## src/rtl/burst_col_seq_pkg.sv

```systemverilog
package burst_col_seq_pkg;

    typedef enum logic {
        ORD_SEQ = 1'b0,
        ORD_ILV = 1'b1
    } order_e;

    localparam int BL_CODE_W = 3;

endpackage

```

## src/rtl/bseq_len_decode.sv

```systemverilog
module bseq_len_decode #(
    parameter int MAX_LG = 3,
    parameter int LG_W   = $clog2(MAX_LG + 1)
) (
    input  logic [burst_col_seq_pkg::BL_CODE_W-1:0] code,
    output logic [LG_W-1:0]                         lg,
    output logic                                    reserved
);
    localparam int CW = burst_col_seq_pkg::BL_CODE_W;

    always_comb begin
        lg       = LG_W'(1);
        reserved = 1'b1;
        for (int c = 1; c <= MAX_LG; c++) begin
            if (code == CW'(c)) begin
                lg       = LG_W'(c);
                reserved = 1'b0;
            end
        end
    end
endmodule

```

## src/rtl/bseq_lane_addr.sv

```systemverilog
module bseq_lane_addr
    import burst_col_seq_pkg::*;
#(
    parameter int COL_W  = 9,
    parameter int MAX_LG = 3,
    parameter int LG_W   = $clog2(MAX_LG + 1)
) (
    input  logic [COL_W-1:0]  base,
    input  logic [LG_W-1:0]   lg,
    input  order_e            order,
    input  logic [MAX_LG-1:0] beat,
    output logic [COL_W-1:0]  col
);
    logic [COL_W-1:0] mask;
    logic [COL_W-1:0] beat_ext;
    logic [COL_W-1:0] off;

    always_comb begin
        mask     = (COL_W'(1) << lg) - COL_W'(1);
        beat_ext = COL_W'(beat);
        if (order == ORD_ILV) off = base ^ beat_ext;
        else                  off = base + beat_ext;
        col = (base & ~mask) | (off & mask);
    end
endmodule

```

## src/rtl/burst_col_seq.sv

```systemverilog
module burst_col_seq
    import burst_col_seq_pkg::*;
#(
    parameter int COL_W  = 9,
    parameter int MAX_LG = 3
) (
    input  logic                 clk,
    input  logic                 rst_n,
    input  logic                 burst_start,
    input  logic [COL_W-1:0]     start_col,
    input  logic [BL_CODE_W-1:0] bl_code,
    input  logic                 interleave,
    input  logic                 burst_stop,
    output logic                 pair_valid,
    output logic [COL_W-1:0]     col_even,
    output logic [COL_W-1:0]     col_odd,
    output logic                 last_pair,
    output logic                 len_err
);
    localparam int LG_W   = $clog2(MAX_LG + 1);
    localparam int PAIR_W = (MAX_LG > 1) ? MAX_LG - 1 : 1;
    localparam int LANES  = 2;

    typedef struct packed {
        logic              active;
        logic [PAIR_W-1:0] pidx;
        logic [COL_W-1:0]  base;
        logic [LG_W-1:0]   lg;
        order_e            order;
        logic              err;
    } seq_state_t;

    seq_state_t st_q, st_d;

    logic [LG_W-1:0]   dec_lg;
    logic              dec_res;
    logic [PAIR_W-1:0] pairs_m1;
    logic              at_last;
    logic [COL_W-1:0]  lane_col [LANES];

    bseq_len_decode #(.MAX_LG(MAX_LG), .LG_W(LG_W)) u_dec (
        .code     (bl_code),
        .lg       (dec_lg),
        .reserved (dec_res)
    );

    for (genvar i = 0; i < LANES; i++) begin : g_lane
        bseq_lane_addr #(.COL_W(COL_W), .MAX_LG(MAX_LG), .LG_W(LG_W)) u_lane (
            .base  (st_q.base),
            .lg    (st_q.lg),
            .order (st_q.order),
            .beat  ({st_q.pidx, 1'(i)}),
            .col   (lane_col[i])
        );
    end

    always_comb begin
        pairs_m1 = PAIR_W'((32'd1 << (st_q.lg - LG_W'(1))) - 32'd1);
        at_last  = st_q.active && (st_q.pidx == pairs_m1);
        st_d     = st_q;
        if (burst_start) begin
            st_d.active = 1'b1;
            st_d.pidx   = '0;
            st_d.base   = start_col;
            st_d.lg     = dec_lg;
            st_d.order  = interleave ? ORD_ILV : ORD_SEQ;
            st_d.err    = dec_res;
        end else if (burst_stop) begin
            st_d.active = 1'b0;
            st_d.pidx   = '0;
        end else if (st_q.active) begin
            if (at_last) begin
                st_d.active = 1'b0;
                st_d.pidx   = '0;
            end else begin
                st_d.pidx = st_q.pidx + PAIR_W'(1);
            end
        end
    end

    always_ff @(posedge clk) begin
        if (!rst_n) begin
            st_q <= '{active: 1'b0, pidx: '0, base: '0, lg: LG_W'(1),
                      order: ORD_SEQ, err: 1'b0};
        end else begin
            st_q <= st_d;
        end
    end

    assign pair_valid = st_q.active;
    assign col_even   = lane_col[0];
    assign col_odd    = lane_col[1];
    assign last_pair  = at_last;
    assign len_err    = st_q.err;

    AST_PAIR_SAME_BLOCK: assert property (@(posedge clk) disable iff (!rst_n)
        pair_valid |-> ((col_even >> st_q.lg) == (col_odd >> st_q.lg)));

    AST_STOP_EMPTIES: assert property (@(posedge clk) disable iff (!rst_n)
        (burst_stop && !burst_start) |=> !pair_valid);

    AST_LAST_THEN_IDLE: assert property (@(posedge clk) disable iff (!rst_n)
        (last_pair && !burst_start) |=> !pair_valid);

    AST_START_GIVES_PAIR: assert property (@(posedge clk) disable iff (!rst_n)
        burst_start |=> (pair_valid && st_q.pidx == '0));

    AST_RESERVED_ONE_PAIR: assert property (@(posedge clk) disable iff (!rst_n)
        (pair_valid && len_err) |-> last_pair);

endmodule

```

## config.mk

```make
export PLATFORM = sky130hd
export DESIGN_NAME = burst_col_seq
export DESIGN_NICKNAME = d
export VERILOG_FILES = /design/src/rtl/burst_col_seq_pkg.sv /design/src/rtl/bseq_len_decode.sv /design/src/rtl/bseq_lane_addr.sv /design/src/rtl/burst_col_seq.sv
export SDC_FILE = /design/constraint.sdc
export NUM_CORES = 1
export LEC_CHECK = 0
export ABC_AREA = 0
export BUFFER_PORTS_ARGS = -buffer_cell sky130_fd_sc_hd__buf_2
export CORE_MARGIN = 2
export CORE_UTILIZATION = 51
export DETAILED_ROUTE_END_ITERATION = 12
export HOLD_SLACK_MARGIN = 0.15
export PLACE_DENSITY_LB_ADDON = 0.3
export SYNTH_ARGS = -nofsm -noshare
export SYNTH_HDL_FRONTEND = slang
export SYNTH_SLANG_ARGS = --single-unit
```

## constraint.sdc

```tcl
create_clock -name clk -period 1.9 [get_ports clk]
set_input_delay 0.095 -clock clk [delete_from_list [all_inputs] [get_ports clk]]
set_output_delay 0.095 -clock clk [all_outputs]
set_load 0.05 [all_outputs]
```

==> results.tsv, run 1 <==
metric	value	unit
Synth top cells by count	dfxtp_1 (16), inv_1 (13)	
top_reg_cell synth	dfxtp_1	
root buffer cell	clkbuf_4	
Exit stage	5_1_grt	
Synth area leader	dfxtp_1	
Initial Utilization	54.9	%
Syn Area/Cell	9.08	µm²
# H-tree levels	1	
sequential share of the synthesized area	26.1	%
status	stopped before the end	
hpwl dp	2.30	mm
synthesized cell area	1230	µm²
Run Error	[ERROR DPL-0038] Utilization greater than 100%, impossible to legalize	
worst endpoint type	primary output	
Async SR Flop Fraction	0	%
cell with the most instances after synthesis	dfxtp_1	
number of flops mapped to enable cells by yosys	0	
synth top area cells	dfxtp_1 (26%), ha_1 (11%), mux2i_1 (9.0%)	
CTS Buf Count	3	
share of the synthesized area in the top cell type	26.1	%
Post-Place Worst Slack	-0.116	ns
Sink Count	16	
syn nets	165	
die width	53.0	µm
FF+latch count, synth	16	
yosys synthesis warning count	0	
I/O Pins	38	
gate count of the mapped netlist	135	
Final Wtd Congestion	0.884	
GR repair worst EP	col_even[8]	
# port buffers	37	
largest net degree at the start of global routing	17	
Netlist cell types	35	
row count	17	
maximum clock path buffer count	2	
Die Y	53.0	µm
-- kinds of logic after synthesis --
| kind of cell | count (synthesis) | share of synthesized area [%] |
|---|---|---|
| AOI/OAI and AO/OA | 19 | 9.69 |
| xor gates and xnor gates | 17 | 12.8 |
| buffers and inverters | 19 | 6.73 |
| adders and majority gates | 13 | 14.5 |
| muxes | 11 | 8.98 |
| DFF | 16 | 26.1 |
| and+or+nand+nor | 40 | 21.2 |
-- timing repair --
| item | 4_1_cts |
|---|---|
| hold endpoints to repair | 15 |
| resized for setup | 63 |
| hold buffers | 15 |
| setup buffers | 4 |
| pin swaps | 13 |
| endpoints found under the setup margin | 16 |
-- per-stage QoR --
stage	cell area, µm²	instances
after CTS	2120	232
after detailed placement	1680	209
after global placement	1680	209
after floorplan	1380	135
==> run 2, diff against run 1 <==
CORE_AREA = 2 2 63 65   (was unset)
CORE_MARGIN = unset   (was 2)
CORE_UTILIZATION = unset   (was 51)
DIE_AREA = 0 0 65 67   (was unset)
HOLD_SLACK_MARGIN = unset   (was 0.15)
PLACE_DENSITY_LB_ADDON = 0.15   (was 0.3)
==> run 2 against run 1 <==
  * The flow now finishes, with violations (setup timing)
  * Synthesized area stayed put
  * Synthesized cell count unchanged
==> results.tsv, run 2 <==
metric	value	unit	change
status	complete, but fails checks		
failing checks	setup timing		
die width	65	µm	+23%
max FFs per register	14		
fin cells	248		
max-slew violations	0		
Post-Place Worst Slack	-0.0853	ns	+0.0309 ns
ant diodes	0		
crit-path max FO	3		
synthesized cell area	1230	µm²	unchanged
Cell Pwr Density	479	nW/µm²	
# H-tree levels	1		unchanged
row count	22		+5
Initial Utilization	34.0	%	-21 points
min-delay worst type	in2reg		
critical path class	reg2out		
vias in the first global route	1175		
Max VDD drop	0.000378	V	
Async SR Flop Fraction	0	%	unchanged
post-synthesis mux area share	8.98	%	unchanged
# port buffers	37		unchanged
gr usage total	16.6	%	
global-route wire length before repair	5.49	mm	
Netlist cell types	35		unchanged
nature of the critical path endpoint	primary output		
fin crit period	2.06	ns	
area delta synth->final	81.1	%	
commonest non-fill, non-tap cell in the layout	buf_4		
XOR/XNOR Fraction of Synth Area	12.8	%	unchanged
sequential share of the synthesized area	26.1	%	unchanged
Rel. slew slack	73.1	%	
Critical Path RT	1.80	ns	
grt ovf	0		
layout cell share with drive strength beyond 1	63.5	%	
final setup TNS	-1.15	ns	
Final ANT Viol Nets	0		
TritonCTS clock tree	done		
largest net degree at the start of global routing	17		
adder-cell area share of the yosys netlist	14.5	%	unchanged
Fillers	308		
final setup vio count	12		
Post-Place Cells	235		+12%
top_reg_cell synth	dfxtp_1		
leakage	0.989	nW	
Hold Fails Final Rpt	0		
Sink Count	16		unchanged
most frequent cells in the layout	buf_4 (25), buf_2 (23), buf_6 (17), nor2b_1 (11), mux2i_1 (11)		
CTS Buf Count	3		unchanged
maximum clock path buffer count	2		unchanged
hold slack final	0.102	ns	
syn nets	165		unchanged
initial antenna violation count	0		
number of flops mapped to enable cells by yosys	0		unchanged
# nets final	231		
Clk Latency, worst-skew pair	0.25	ns	
Final period util	109	%	
f_max	0.485	GHz	
cell with the most instances after synthesis	dfxtp_1		
Reg with most FFs	st_q		
gate count of the mapped netlist	135		unchanged
share of the synthesized area in the top cell type	26.1	%	unchanged
Core Area	3610	µm²	
max_cap viols	0		
synth top area cells	dfxtp_1 (26%), ha_1 (11%), mux2i_1 (9.0%)		
worst setup path startpoint	st_q[3]		
slew at the pin with the worst max-slew slack	0.401	ns	
I/O Pins	38		unchanged
Syn Area/Cell	9.08	µm²	unchanged
footprint of the multi-input gates	1200	µm²	
FF+latch count, synth	16		unchanged
Final Wtd Congestion	0.778		-12%
clock skew	0.000371	ns	
total chip power	1.06	mW	
Simple-Gate Fraction of Synth Area	21.2	%	unchanged
yosys synthesis warning count	0		unchanged
DRC	0		
start point of the worst min-delay path	start_col[1]		
Synth area leader	dfxtp_1		
largest family of logic cells by synthesized area	simple AND/OR/NAND/NOR gates		
Synth top cells by count	dfxtp_1 (16), inv_1 (13)		
DR vias/cell	4.74		
Die Y	67	µm	+26%
setup ws final	-0.163	ns	
WL final	3.46	mm	
Startpoint Class	flip-flop		
vias post-DR	1176		
WL/cell	14.0	µm	
Reg clk slew, reported paths	0.07	ns	
DRT iter0 DRCs	42		
R2R Path Start	st_q[3]		
DRT Pass-1 Iters	4		
die area	4360	µm²	
Synth Area in Compound Gates	9.69	%	unchanged
hpwl dp	2.48	mm	+7.7%
root buffer cell	clkbuf_8		
RSZ-0062 raised after global routing	true		
FF/Latch Area	335	µm²	
Critical Path AT	1.97	ns	
-- run 2: critical path, cell delays in order, from the launching register on --
cell and delay, ns:
dfxtp_2 0.33, inv_4 0.07, buf_4 0.11, buf_6 0.09, buf_6 0.09, ha_4 0.13, inv_2 0.05, or4_4 0.52
xnor2_2 0.15, buf_6 0.17
-- run 2: final cells by class --
cell class,instances,share of cell area [%]
clock buffer,4,2.48
tap,48,2.70
timing repair buffer,67,23.3
multi-input combinational,100,54.0
inverter,13,2.42
sequential,16,15.1
-- run 2: worst paths after layout --
path / endpoint / slack (ns) / cells after the start
worst max-delay path: col_even[5] / -0.16 / 9
worst min-delay path: st_q[5] / 0.10 / 3
worst max register to register: st_q[14] / 0.20 / 9
worst min register to register: len_err / 0.54 / 2
-- run 2: per-stage QoR --
stage / utilization, % / area, µm²
6_report: 61.6 / 2220
5_1_grt: 61.6 / 2220
2_1_floorplan: - / 1380
4_1_cts: 58.4 / 2110
3_3_place_gp: 48.6 / 1750
3_5_place_dp: 48.6 / 1750
-- run 2: cells by family after synthesis --
group	after synthesis
multiplexers	11
buffers and inverters	19
flip-flops	16
XOR/XNOR	17
AO/OA/AOI/OAI	19
AND/OR/NAND/NOR	40
adder cells (fa/ha/maj)	13
-- run 2: routing by layer --
metal / up-vias / share of wire [%] / track usage, %
met5: - / 0 / 0
met4: 0 / 1.6 / 6.65
met3: 6 / 3.3 / 2.20
met2: 31 / 51 / 29.0
met1: 555 / 44 / 20.6
li1: 584 / - / -
-- run 2: report_power, final --
group	leakage [nW]	switching, mW	total, mW	internal [mW]
clock network	0.0288	0.117	0.301	0.184
logic	0.826	0.224	0.391	0.167
registers	0.134	0.0215	0.372	0.350
total	0.989	0.363	1.06	0.701
-- run 2: timing repair --
item	in CTS	in global routing
buffers inserted	5	4
resized for setup	67	20
pin swaps	12	13
hold buffers	0	0
setup endpoints to repair	13	14
Note: power is estimated with default switching activity, not from simulation.
==> run 3, diff against run 2 <==
HOLD_SLACK_MARGIN = 0.15   (was unset)
==> run 3 against run 2 <==
  * The flow still finishes with violations (setup timing)
  * Global-route usage grew 1.0 points
  * Utilization increased by 2.9 points
  * Flip-flop and latch count unchanged
  * Count of clock-buffer cells in the layout stayed put
  * Largest cell class unchanged
  * Hold slack better by 0.045 ns
  * Critical path depth is the same
  * Combinational power is 5% higher
  * Non-clock buffer count rose by 11
  * Highest routed layer unchanged
==> results.tsv, run 3 (same netlist as run 2, synthesis figures left out) <==
metric	value	unit	change
status	complete, but fails checks		
failing checks	setup timing		
Critical Path RT	1.80	ns	about the same
Initial Utilization	34.0	%	unchanged
Core Area	3610	µm²	unchanged
Hold Fails Final Rpt	0		unchanged
WL final	3.63	mm	+4.9%
# H-tree levels	1		unchanged
layout cell share with drive strength beyond 1	59.7	%	-3.8 points
fin cells	259		+4.4%
initial antenna violation count	0		unchanged
max_cap viols	0		unchanged
DR vias/cell	4.65		-1.9%
worst setup path startpoint	st_q[3]		
DRC	0		unchanged
Final ANT Viol Nets	0		unchanged
max FFs per register	14		unchanged
Rel. slew slack	73.1	%	about the same
Sink Count	16		unchanged
grt ovf	0		unchanged
ant diodes	0		unchanged
Max VDD drop	0.000376	V	-0.36%
final setup vio count	12		unchanged
Critical Path AT	1.96	ns	about the same
final setup TNS	-1.09	ns	+0.0591 ns
Reg clk slew, reported paths	0.07	ns	about the same
start point of the worst min-delay path	bl_code[2]		
R2R Setup Slk	0.18	ns	-0.02 ns
row count	22		unchanged
min-delay worst type	in2reg		
# nets final	242		+4.8%
most frequent cell on the critical path	buf_6		
leakage	1.03	nW	+4.2%
hpwl dp	2.48	mm	unchanged
global-route wire length before repair	5.80	mm	+5.8%
Fillers	303		-1.6%
CTS Buf Count	3		unchanged
TritonCTS clock tree	done		
setup ws final	-0.151	ns	+0.0119 ns
largest net degree at the start of global routing	17		unchanged
max-slew violations	0		unchanged
Clk Latency, worst-skew pair	0.25	ns	about the same
vias post-DR	1205		+2.5%
Die Y	67	µm	unchanged
die width	65	µm	unchanged
CP max stage cell	or4_4		
Final Wtd Congestion	0.778		unchanged
Final period util	108	%	-0.62 points
f_max	0.488	GHz	+0.58%
Post-Place Cells	235		unchanged
die area	4360	µm²	unchanged
DRT iter0 DRCs	37		-12%
most frequent cells in the layout	buf_4 (26), buf_2 (23), buf_6 (16), dlygate4sd3_1 (12)		
Startpoint Class	flip-flop		
commonest non-fill, non-tap cell in the layout	buf_4		
total chip power	1.08	mW	+1.8%
Cell Pwr Density	466	nW/µm²	-2.8%
clock skew	0.000418	ns	+0.0000470 ns
DRT Pass-1 Iters	4		unchanged
crit-path max FO	3		unchanged
maximum clock path buffer count	2		unchanged
crit-path max cell delay	0.52	ns	about the same
# port buffers	37		unchanged
WL/cell	14.0	µm	+0.46%
RSZ-0062 raised after global routing	true		
vias in the first global route	1239		+5.4%
gr usage total	17.6	%	+1.0 points
area delta synth->final	89.7	%	
Reg with most FFs	st_q		
nature of the critical path endpoint	primary output		
fin crit period	2.05	ns	-0.0119 ns
R2R Path Start	st_q[3]		
critical path class	reg2out		
I/O Pins	38		unchanged
crit path cell chain	inv_4 > buf_4 > buf_6 > buf_6 > ha_4 > inv_4 > or4_4 > xnor2_2 > buf_6		
root buffer cell	clkbuf_8		
slew at the pin with the worst max-slew slack	0.401	ns	+0.000372 ns
run 3: changes by cell type in the layout (fill, tap and decap cells not counted), sizes merged:
cell / before / now
clkbuf: 5 / 4
dlygate4sd3: 0 / 12
run 3: cell type report:
cell class / count / area [µm²] / area share, %
clock buffer: 4 / 55.1 / 2.37
multi-input combinational: 100 / 1190 / 51.2
tap: 48 / 60.1 / 2.58
inverter: 13 / 58.8 / 2.53
timing repair buffer: 78 / 626 / 26.9
sequential: 16 / 335 / 14.4
run 3: critical path, delay by kind of cell, from the launching register on:
kind | cells | cell delay (ns)
flops | 1 | 0.33
xor+xnor | 1 | 0.15
simple gates | 1 | 0.52
fa+ha+maj | 1 | 0.14
buf+inv | 6 | 0.56
run 3: what timing repair did:
action	CTS	global route
endpoints found under the setup margin	13	14
setup buffers	5	3
endpoints found under the hold margin	11	0
pin swaps	12	9
hold buffers	12	0
cloned	0	0
resized for setup	67	21
run 3: path summary, 6_finish.rpt:
kind                       to  depth (start not counted)
setup / recovery  col_even[5]                          9
hold reg to reg       len_err                          2
setup reg to reg     st_q[14]                          9
hold / removal        len_err                          3
run 3: report_power, final:
part	total [mW]	internal, mW	switching (mW)
Clock	0.301	0.184	0.117
Sequential	0.372	0.350	0.0216
Combinational	0.410	0.183	0.227
run 3: per-stage QoR:
stage / worst slack (ns) / util, % / instance area, µm² / hold slack [ns]
global route: -0.227 / 64.5 / 2330 / 0.161
CTS: -0.144 / 61.7 / 2230 / 0.150
finish: -0.151 / 64.5 / 2330 / 0.147
floorplan: -0.0683 / - / 1380 / 0.223
detailed placement: -0.0853 / 48.6 / 1750 / 0.360
global placement: -0.0151 / 48.6 / 1750 / 0.351
run 3: routing by layer:
layer	part of all wire, %	global-route usage, %	up-vias	wire length (µm)
met2	52	32.0	26	1890
met4	1.3	6.65	0	47
met5	0	0	-	0
li1	-	-	604	-
met3	2.6	2.03	6	93
met1	44	21.2	569	1600
==> run 4, diff against run 3 <==
CORE_AREA = unset   (was 2 2 63 65)
CORE_MARGIN = 2   (was unset)
CORE_UTILIZATION = 33   (was unset)
CTS_BUF_LIST = sky130_fd_sc_hd__clkbuf_8   (was unset)
DIE_AREA = unset   (was 0 0 65 67)
==> run 4 against run 3 <==
  * The flow still finishes with violations (setup timing)
  * Via count is 1.7% lower
  * Fmax is 1.8% higher
  * Non-clock buffer count is 5 lower
  * Register-to-register slack better by 0.25 ns
  * Global-route usage is 1.4 points lower
  * Critical path depth stayed put
  * Total power is 6.6% lower
  * Utilization is 2.4 points lower
==> results.tsv, run 4 (same netlist as run 2, synthesis figures left out) <==
metric	value	unit	change
DRT iter0 DRCs	20		-46%
nature of the critical path endpoint	primary output		
die area	4220	µm²	-3.1%
switching power	349	µW	-4.8%
Critical Path AT	1.92	ns	-0.04 ns
max-slew violations	0		unchanged
Sink Count	16		unchanged
total chip power	1.01	mW	-6.6%
ant diodes	0		unchanged
Reg with most FFs	st_q		
I/O Pins	38		unchanged
Final period util	106	%	-1.9 points
maximum clock path buffer count	2		unchanged
Initial Utilization	34.0	%	unchanged
WL final	3.10	mm	-15%
fin cells	253		-2.3%
Reg clk slew, reported paths	0.06	ns	about the same
most frequent cells in the layout	buf_2 (23), buf_4 (21), buf_6 (16), dlygate4sd3_1 (12), mux2i_1 (11)		
footprint of the multi-input gates	1170	µm²	-1.8%
GRT Max-Usage Layer	met2		
CTS Buf Count	3		unchanged
critical path class	reg2out		
gr usage total	16.2	%	-1.4 points
Startpoint Class	flip-flop		
root buffer cell	clkbuf_8		
setup ws final	-0.115	ns	+0.0356 ns
slew at the pin with the worst max-slew slack	0.404	ns	+0.00291 ns
Die Y	65.0	µm	-3.1%
Post-Place Worst Slack	-0.0831	ns	+0.00222 ns
failing checks	setup timing		
grt met2 use	27.1	%	-4.9 points
Hold Fails Final Rpt	0		unchanged
commonest non-fill, non-tap cell in the layout	buf_2		
TritonCTS clock tree	done		
Fillers	301		-0.66%
Pint	663	µW	-7.5%
Clk pwr share	24.6	%	-3.2 points
placed cell area	1740	µm²	-0.43%
f_max	0.496	GHz	+1.8%
Critical Path RT	1.80	ns	about the same
vias post-DR	1184		-1.7%
Core Area	3610	µm²	unchanged
post-route cell area	2240	µm²	-3.7%
# port buffers	37		unchanged
leakage	0.975	nW	-5.4%
post-layout util	62.1	%	-2.4 points
row count	22		unchanged
layout cell share with drive strength beyond 1	57.6	%	-2.2 points
hold slack final	0.153	ns	+0.00551 ns
GR Util met3	2.26	%	+0.23 points
final setup vio count	8		-4
share of total power in combinational logic	38.3	%	+0.5 points
Seq pwr share	37.1	%	+2.8 points
Rel. slew slack	72.9	%	-0.19 points
Max VDD drop	0.000391	V	+3.9%
die width	65.0	µm	about the same
FF/Latch Area	333	µm²	-0.75%
global-route wire length before repair	5.37	mm	-7.5%
DR vias/cell	4.68		+0.59%
switch share	34.5	%	+0.65 points
max FFs per register	14		unchanged
# H-tree levels	1		unchanged
area delta synth->final	82.8	%	
grt ovf	0		unchanged
# nets final	237		-2.1%
min-delay worst type	in2reg		
initial antenna violation count	0		unchanged
DRC	0		unchanged
clock skew	0.00285	ns	+0.00243 ns
Cell Pwr Density	451	nW/µm²	-3.0%
Post-Place Cells	234		-0.43%
crit-path max FO	6		+3
vias in the first global route	1176		-5.1%
DRT Pass-1 Iters	4		unchanged
final setup TNS	-0.600	ns	+0.490 ns
status	complete, but fails checks		
Final Wtd Congestion	0.764		-1.8%
max_cap viols	0		unchanged
largest net degree at the start of global routing	17		unchanged
fin crit period	2.02	ns	-0.0356 ns
WL/cell	12.3	µm	-13%
met1 GRT Util	21.6	%	+0.41 points
Clk Latency, worst-skew pair	0.24	ns	about the same
hpwl dp	2.41	mm	-2.6%
Final ANT Viol Nets	0		unchanged
RSZ-0062 raised after global routing	true		
run 4: final timing paths:
check        cells past startpoint     endpoint  slack, ns        from
max reg2reg                      7     st_q[14]       0.43     st_q[3]
min                              4   pair_valid       0.15  burst_stop
min reg2reg                      2      len_err       0.53     len_err
max                              9  col_even[6]      -0.12     st_q[2]
run 4: what timing repair did:
action | in CTS | in global routing
endpoints found under the hold margin | 11 | 0
pin swaps | 12 | 8
gates resized for setup | 63 | 15
setup buffers | 3 | 1
setup endpoints to repair | 12 | 14
hold buffers | 12 | 0
run 4: layout make-up:
cell class	instances	share of cell area (%)
Clock buffer	3	1.84
Tap cell	48	2.68
Multi-Input combinational cell	100	52.2
Sequential cell	16	14.9
Timing Repair Buffer	73	25.9
Inverter	13	2.51
run 4: critical path: stages, from the launching register on:
cell and delay (ns):
dfxtp_4 0.38, inv_4 0.05, ha_4 0.16, inv_4 0.05, ha_4 0.11, nor4b_4 0.16
buf_4 0.18, nand4_1 0.20, xnor2_4 0.22, buf_6 0.17
run 4: power by group through the flow:
stage	sequential, mW	clock [mW]	combinational, mW
CTS	0.375	0.257	0.376
detailed placement	0.381	0	0.315
floorplan	0.393	0	0.216
finish	0.375	0.249	0.388
global placement	0.380	0	0.310
global route	0.378	0.273	0.414
run 4: metal layers:
layer	part of all wire (%)	wire (µm)
met1	47	1470
met2	48	1500
met3	3.3	103
met4	0.87	27
met5	0	0
